`src/rtl/pw_pkg.sv`:
```
package pw_pkg;
  typedef enum logic [1:0] {
    LB_IDLE = 2'd0,
    LB_REQ  = 2'd1,
    LB_XFER = 2'd2
  } lb_state_e;
endpackage

```
`src/rtl/pw_fifo_mem.sv`:
```
module pw_fifo_mem #(
  parameter int W     = 69,
  parameter int DEPTH = 8
) (
  input  logic         clk_i,
  input  logic         rst_ni,
  input  logic         push_i,
  input  logic [W-1:0] wdata_i,
  input  logic         pop_i,
  output logic [W-1:0] head_o,
  output logic         full_o,
  output logic         empty_o,
  output logic         drain_empty_o
);
  localparam int PTR_W = (DEPTH > 1) ? $clog2(DEPTH) : 1;
  localparam int CNT_W = $clog2(DEPTH + 1);

  logic [W-1:0]     mem_q [DEPTH];
  logic [PTR_W-1:0] wr_ptr_q, rd_ptr_q;
  logic [CNT_W-1:0] cnt_q, cnt_d;

  assign cnt_d         = cnt_q + CNT_W'(push_i) - CNT_W'(pop_i);
  assign full_o        = (cnt_q == CNT_W'(DEPTH));
  assign empty_o       = (cnt_q == '0);
  assign drain_empty_o = (cnt_d == '0);
  assign head_o        = mem_q[rd_ptr_q];

  always_ff @(posedge clk_i) begin
    if (push_i) mem_q[wr_ptr_q] <= wdata_i;
  end

  always_ff @(posedge clk_i or negedge rst_ni) begin
    if (!rst_ni) begin
      wr_ptr_q <= '0;
      rd_ptr_q <= '0;
      cnt_q    <= '0;
    end else begin
      cnt_q <= cnt_d;
      if (push_i) wr_ptr_q <= (wr_ptr_q == PTR_W'(DEPTH - 1)) ? '0 : wr_ptr_q + 1'b1;
      if (pop_i)  rd_ptr_q <= (rd_ptr_q == PTR_W'(DEPTH - 1)) ? '0 : rd_ptr_q + 1'b1;
    end
  end

  AST_NO_OVERFLOW:  assert property (@(posedge clk_i) disable iff (!rst_ni) push_i |-> !full_o);
  AST_NO_UNDERFLOW: assert property (@(posedge clk_i) disable iff (!rst_ni) pop_i |-> !empty_o);
endmodule

```
`src/rtl/pw_host_if.sv`:
```
module pw_host_if #(
  parameter int ADDR_W = 32,
  parameter int BE_W   = 4
) (
  input  logic              clk_i,
  input  logic              rst_ni,
  input  logic              cfg_wait_full_i,
  input  logic              hw_valid_i,
  input  logic [ADDR_W-1:0] hw_addr_i,
  input  logic              full_i,
  output logic              hw_ready_o,
  output logic              hw_wait_o,
  output logic              hw_retry_o,
  output logic              rd_flush_o,
  output logic              push_o,
  output logic              new_burst_o
);
  logic [ADDR_W-1:0] last_addr_q;
  logic              last_vld_q;

  assign push_o      = hw_valid_i && !full_i;
  assign hw_ready_o  = push_o;
  assign hw_wait_o   = hw_valid_i && full_i && cfg_wait_full_i;
  assign hw_retry_o  = hw_valid_i && full_i && !cfg_wait_full_i;
  // any accepted write invalidates prefetched read data
  assign rd_flush_o  = push_o;
  assign new_burst_o = !last_vld_q || (hw_addr_i != last_addr_q + ADDR_W'(BE_W));

  always_ff @(posedge clk_i or negedge rst_ni) begin
    if (!rst_ni) begin
      last_addr_q <= '0;
      last_vld_q  <= 1'b0;
    end else if (push_o) begin
      last_addr_q <= hw_addr_i;
      last_vld_q  <= 1'b1;
    end
  end

  AST_FULL_NO_ACCEPT: assert property (@(posedge clk_i) disable iff (!rst_ni) full_i |-> !hw_ready_o);
  AST_RETRY_ONLY_FULL: assert property (@(posedge clk_i) disable iff (!rst_ni) hw_retry_o |-> full_i);
endmodule

```
`src/rtl/pw_local_ctl.sv`:
```
module pw_local_ctl
  import pw_pkg::*;
(
  input  logic clk_i,
  input  logic rst_ni,
  input  logic cfg_keep_bus_i,
  input  logic empty_i,
  input  logic drain_empty_i,
  input  logic head_new_burst_i,
  input  logic lb_grant_i,
  input  logic lb_ack_i,
  output logic lb_req_o,
  output logic lb_valid_o,
  output logic lb_start_o,
  output logic pop_o
);
  lb_state_e state_q, state_d;
  logic      fresh_q;

  always_comb begin
    state_d = state_q;
    unique case (state_q)
      LB_IDLE: if (!drain_empty_i) state_d = LB_REQ;
      LB_REQ:  if (lb_grant_i)     state_d = LB_XFER;
      LB_XFER: begin
        if (!lb_grant_i)                          state_d = drain_empty_i ? LB_IDLE : LB_REQ;
        else if (drain_empty_i && !cfg_keep_bus_i) state_d = LB_IDLE;
      end
      default: state_d = LB_IDLE;
    endcase
  end

  assign lb_req_o   = (state_q != LB_IDLE);
  assign lb_valid_o = (state_q == LB_XFER) && lb_grant_i && !empty_i;
  assign pop_o      = lb_valid_o && lb_ack_i;
  // first word after a grant always opens a burst
  assign lb_start_o = lb_valid_o && (head_new_burst_i || fresh_q);

  always_ff @(posedge clk_i or negedge rst_ni) begin
    if (!rst_ni) begin
      state_q <= LB_IDLE;
      fresh_q <= 1'b0;
    end else begin
      state_q <= state_d;
      if (state_q == LB_REQ && lb_grant_i) fresh_q <= 1'b1;
      else if (pop_o)                     fresh_q <= 1'b0;
    end
  end

  AST_VALID_NEEDS_GRANT: assert property (@(posedge clk_i) disable iff (!rst_ni)
    lb_valid_o |-> (lb_grant_i && lb_req_o));
endmodule

```
`src/rtl/pw_fifo_ctrl.sv`:
```
module pw_fifo_ctrl #(
  parameter int DATA_W = 32,
  parameter int ADDR_W = 32,
  parameter int DEPTH  = 8
) (
  input  logic                clk_i,
  input  logic                rst_ni,
  input  logic                cfg_wait_full_i,
  input  logic                cfg_keep_bus_i,
  input  logic                hw_valid_i,
  input  logic [ADDR_W-1:0]   hw_addr_i,
  input  logic [DATA_W-1:0]   hw_data_i,
  input  logic [DATA_W/8-1:0] hw_be_i,
  output logic                hw_ready_o,
  output logic                hw_wait_o,
  output logic                hw_retry_o,
  output logic                rd_flush_o,
  output logic                lb_req_o,
  input  logic                lb_grant_i,
  output logic                lb_valid_o,
  input  logic                lb_ack_i,
  output logic [ADDR_W-1:0]   lb_addr_o,
  output logic [DATA_W-1:0]   lb_data_o,
  output logic [DATA_W/8-1:0] lb_be_o,
  output logic                lb_start_o
);
  localparam int BE_W  = DATA_W / 8;
  localparam int ENT_W = 1 + BE_W + ADDR_W + DATA_W;

  logic             push, pop, full, empty, drain_empty, new_burst;
  logic [ENT_W-1:0] wr_ent, head_ent;
  logic             head_new_burst;

  pw_host_if #(.ADDR_W(ADDR_W), .BE_W(BE_W)) u_host (
    .clk_i           (clk_i),
    .rst_ni          (rst_ni),
    .cfg_wait_full_i (cfg_wait_full_i),
    .hw_valid_i      (hw_valid_i),
    .hw_addr_i       (hw_addr_i),
    .full_i          (full),
    .hw_ready_o      (hw_ready_o),
    .hw_wait_o       (hw_wait_o),
    .hw_retry_o      (hw_retry_o),
    .rd_flush_o      (rd_flush_o),
    .push_o          (push),
    .new_burst_o     (new_burst)
  );

  assign wr_ent = {new_burst, hw_be_i, hw_addr_i, hw_data_i};

  pw_fifo_mem #(.W(ENT_W), .DEPTH(DEPTH)) u_mem (
    .clk_i         (clk_i),
    .rst_ni        (rst_ni),
    .push_i        (push),
    .wdata_i       (wr_ent),
    .pop_i         (pop),
    .head_o        (head_ent),
    .full_o        (full),
    .empty_o       (empty),
    .drain_empty_o (drain_empty)
  );

  assign {head_new_burst, lb_be_o, lb_addr_o, lb_data_o} = head_ent;

  pw_local_ctl u_local (
    .clk_i            (clk_i),
    .rst_ni           (rst_ni),
    .cfg_keep_bus_i   (cfg_keep_bus_i),
    .empty_i          (empty),
    .drain_empty_i    (drain_empty),
    .head_new_burst_i (head_new_burst),
    .lb_grant_i       (lb_grant_i),
    .lb_ack_i         (lb_ack_i),
    .lb_req_o         (lb_req_o),
    .lb_valid_o       (lb_valid_o),
    .lb_start_o       (lb_start_o),
    .pop_o            (pop)
  );

  AST_KEEP_BUS: assert property (@(posedge clk_i) disable iff (!rst_ni)
    (cfg_keep_bus_i && lb_req_o && lb_grant_i && empty) |=> lb_req_o);
  AST_RELEASE_BUS: assert property (@(posedge clk_i) disable iff (!rst_ni)
    (!cfg_keep_bus_i && empty && !push) |=> !lb_req_o);
endmodule

```
`config.mk`:
```
export PLATFORM = sky130hd
export DESIGN_NAME = pw_fifo_ctrl
export DESIGN_NICKNAME = d
export VERILOG_FILES = /design/src/rtl/pw_pkg.sv /design/src/rtl/pw_fifo_mem.sv /design/src/rtl/pw_host_if.sv /design/src/rtl/pw_local_ctl.sv /design/src/rtl/pw_fifo_ctrl.sv
export SDC_FILE = /design/constraint.sdc
export NUM_CORES = 1
export LEC_CHECK = 0
export BUFFER_PORTS_ARGS = -buffer_cell sky130_fd_sc_hd__clkbuf_2
export CAP_MARGIN = 0
export CORE_MARGIN = 5
export CORE_UTILIZATION = 42
export CTS_BUF_LIST = sky130_fd_sc_hd__clkbuf_8 sky130_fd_sc_hd__clkbuf_16
export CTS_CLUSTER_DIAMETER = 120
export DETAILED_ROUTE_END_ITERATION = 10
export SLEW_MARGIN = 0
export SYNTH_ARGS = -nofsm -noshare
export SYNTH_HDL_FRONTEND = slang
export SYNTH_SLANG_ARGS = --single-unit
```
`constraint.sdc`:
```
create_clock -name clk_i -period 20 [get_ports clk_i]
set_clock_uncertainty 0.15 [all_clocks]
set_input_delay 0 -clock clk_i [delete_from_list [all_inputs] [get_ports clk_i]]
set_output_delay 0 -clock clk_i [all_outputs]
set_load 0.03 [all_outputs]
```
==> impl_metrics.py <==
metrics = {
    "sta": {
        "worst_slew_pin_slew_ps": 1190,
        "max_slew_vio_count": 0,
        "final_hold_viol_count": 0,
        "setup_repair_after_global_routing_missed_its_margin": "false",
        "finalSetupTns_ps": 0,
        "maxClockFrequency_ghz": 0.226,
        "maxSlewHeadroom": 0.209,
        "period_needed_ps": 4420,
        "final-setup-viol-count": 0,
        "fin_crit_sh": 0.221,
        "final_critical_path_setup_slack_ps": 15580,
    },
    "outcome": {
        "status": "finished clean",
    },
    "pwr": {
        "combinationalPowerShare": 0.307,
        "netSwitchingFraction": 0.319,
        "power.density_cell_area_nw_per_um2": 142,
        "vdd_drop_max_mv": 0.0625,
        "total_switching_power_mw": 1.29,
        "power.share.sequential": 0.415,
        "leakage_power_total_nw": 9.64,
        "internal-power_mw": 2.74,
        "clock_power_share": 0.278,
        "p_total_mw": 4.03,
    },
    "synth": {
        "synth_area_per_cell_um2": 20.1,
        "postSynthNetCount": 1269,
        "postSynthCellCount": 1182,
        "ys.flop_type": "edfxtp_1",
        "yosysWarningCount": 0,
        "postSynth.asyncResetShare": 0.0769,
        "yosys.cell_types.count": 56,
        "ys_seq_area_frac": 0.745,
        "number_of_enable_flip_flop_cells_after_synthesis": 552,
        "flops_latches_synth": 598,
        "cell_area_synth_um2": 23800,
    },
    "drt": {
        "wirelength_um": 50600,
        "dr_total_vias": 11900,
        "drc_errors": 0,
        "post_drt_wl_per_cell_um": 22.4,
        "detail_route.first_pass.iterations": 5,
        "first_iter_violations": 859,
        "post_drt_via_cell_ratio": 5.28,
        "routed_antenna_nets": 0,
    },
    "die": {
        "fp.dieH_um": 248,
        "fp.dieW_um": 248,
        "initial_utilization": 0.423,
        "design.portCount": 150,
        "placeableCoreArea_um2": 56300,
        "floorplan.die_area_um2": 61500,
        "row_count": 87,
    },
    "setup_path": {
        "worstPathArrival_ps": 4730,
        "cp_data_required_time_ps": 20310,
        "critical_path.endpoint_type": "register",
        "startpoint_type": "register",
        "critical_path_peak_fanout": 39,
        "r2r_setup_slack_ps": 15580,
        "worstSetupPathType": "register to register",
    },
    "grt": {
        "grtUsageTotal": 0.167,
        "initial_antenna_violation_count": 0,
        "grt_pass1_vias": 12700,
        "global_route.overflow_total": 0,
        "grt_start_max_net_pins": 70,
        "grt_first_pass_wirelength_um": 77200,
    },
    "finish": {
        "final_cells": 2259,
        "drive_above_1_share": 0.323,
        "regArea_um2": 17700,
        "final_cell_area_um2": 28400,
        "final_net_count": 1544,
        "antenna_diode_count": 0,
        "most-common-layout-cells": "edfxtp_1 (552), clkbuf_2 (149), mux4_2 (138), nand2_1 (116), dlygate4sd3_1 (92)",
        "areaGrowthSynthToFinish_pct": 19.3,
        "nFillCells": 4510,
        "multi_input_comb_area_um2": 5820,
        "layout_commonest_cell": "edfxtp_1",
    },
    "clocking": {
        "clock_transition_at_the_register_clock_pins_on_the_worst_setup_and_hold_paths_after_cts_ps": 60,
        "post_cts_setup_buffers": 0,
        "worst_skew_pair.late_latency_ps": 570,
        "cts_max_path_buffers": 3,
        "clock_tree_from_tritoncts": "built",
        "cts_root_buffer": "clkbuf_16",
        "cts_buffers": 66,
        "htreeDepth": 3,
        "clock_sink_count": 598,
    },
    "placed_design": {
        "placement.setup.worst_slack_ps": 15930,
        "numPlacedInstances": 2053,
        "finalWeightedCongestion": 0.796,
        "placedInstanceArea_um2": 25500,
        "buffer_ports.inserted": 149,
        "dpl.hpwl_um": 27900,
    },
    "job": {
        "max_cap_viol_count": 0,
    },
    "min_path": {
        "worst_hold_path_type": "primary input to register",
    },
}
==> worst max-delay path: stages (launching register included) <==
cell and delay [ps]:
dfrtp_1 330, inv_1 70, ha_1 210, nand2_1 90, nand2_1 60, buf_4 250, inv_1 570, buf_4 360
ha_1 200, inv_1 60, fa_1 510, inv_1 50, or4_1 550, o21ai_0 180, a21oi_1 90, dlygate4sd3_1 550
==> cell families (layout without fill, tap and decap cells) <==
| kind of cell | after synthesis | after routing | share of synthesized area |
|---|---|---|---|
| xor gates and xnor gates | 42 | 42 | 0.0155 |
| DFF | 598 | 598 | 0.745 |
| and+or+nand+nor | 197 | 197 | 0.0402 |
| AOI/OAI and AO/OA | 51 | 51 | 0.0146 |
| muxes | 212 | 212 | 0.166 |
| buffers and inverters | 70 | 391 | 0.0121 |
| adders and majority gates | 12 | 12 | 0.00663 |
==> power by group through the flow <==
stage	registers, mW	clock network [mW]	logic [mW]
after CTS	1.68	1.15	1.27
after global placement	1.69	0	1.23
after global routing	1.69	1.21	1.33
after detailed placement	1.70	0	1.24
after floorplan	1.65	0	0.928
final	1.67	1.12	1.24
==> timing repair <==
action | in CTS | in global routing
hold buffers | 92 | 0
endpoints found under the setup margin | 0 | 0
gates resized for setup | 0 | 0
hold endpoints to repair | 632 | 0
==> Yosys cell counts, types with 3 or more instances <==
master     instances  share of area
a2111oi_0          3         0.0011
a21o_1             4         0.0013
a21oi_1            9         0.0019
and3_1             4         0.0011
and4_1             4         0.0015
buf_1              9         0.0014
buf_2             15         0.0032
clkbuf_1          29         0.0046
dfrtp_1           46          0.048
edfxtp_1         552           0.70
ha_1              11         0.0058
inv_1             14         0.0022
mux2_2            72          0.034
mux4_2           138           0.13
nand2_1          116          0.018
nand2b_1           7         0.0018
nand3_1            8         0.0017
nand4_1            8         0.0021
nand4_2            3         0.0016
nor2_1            13         0.0021
nor3_1            10         0.0021
nor4_1             5         0.0013
o2111ai_1          4         0.0015
o21a_1             3        0.00095
o21ai_0           13         0.0027
or4_1              4         0.0013
xnor2_1           28          0.010
xor2_1            14         0.0052
==> cell type report <==
cell class | instances | area share
clock inverters | 46 | 0.0108
inverters | 14 | 0.00185
well taps | 756 | 0.0333
repair buffers | 263 | 0.0645
clock buffers | 68 | 0.0596
multi-input cells | 514 | 0.205
flip-flops and latches | 598 | 0.625
==> path summary, 6_finish.rpt <==
check                             startpoint                 end  cells past startpoint
max                           u_mem.cnt_q[2]  u_local.state_q[1]                     15
min reg2reg                u_host.last_vld_q   u_host.last_vld_q                      1
min in group asynchronous             rst_ni  u_local.state_q[1]                      4
min                             hw_data_i[4]   u_mem.mem_q[4][4]                      2
max reg2reg                   u_mem.cnt_q[2]  u_local.state_q[1]                     15
max in group asynchronous             rst_ni   u_mem.rd_ptr_q[0]                      4
==> layer usage <==
layer | track usage | up-vias | wire, µm
met5 | 0 | - | 0
met3 | 0.0297 | 49 | 2270
met1 | 0.236 | 6297 | 22900
met4 | 0.0419 | 0 | 743
li1 | - | 5340 | -
met2 | 0.272 | 239 | 24700
==> through the flow <==
step | hold slack [ps] | utilization
6_report | 104 | 0.504
5_1_grt | 99.5 | 0.504
4_1_cts | 69.3 | 0.504
3_5_place_dp | -1.26 | 0.452
3_3_place_gp | -4.11 | 0.452
2_1_floorplan | -446 | -
==> registers in the layout (all words and copies together) (netlist names) <==
signal              cells
u_mem.wr_ptr_q          3
u_mem.rd_ptr_q          3
u_host.last_vld_q       1
u_local.state_q         2
u_mem.mem_q           552
u_local.fresh_q         1
u_mem.cnt_q             4
u_host.last_addr_q     32
Power figures use the tool's default switching activity.
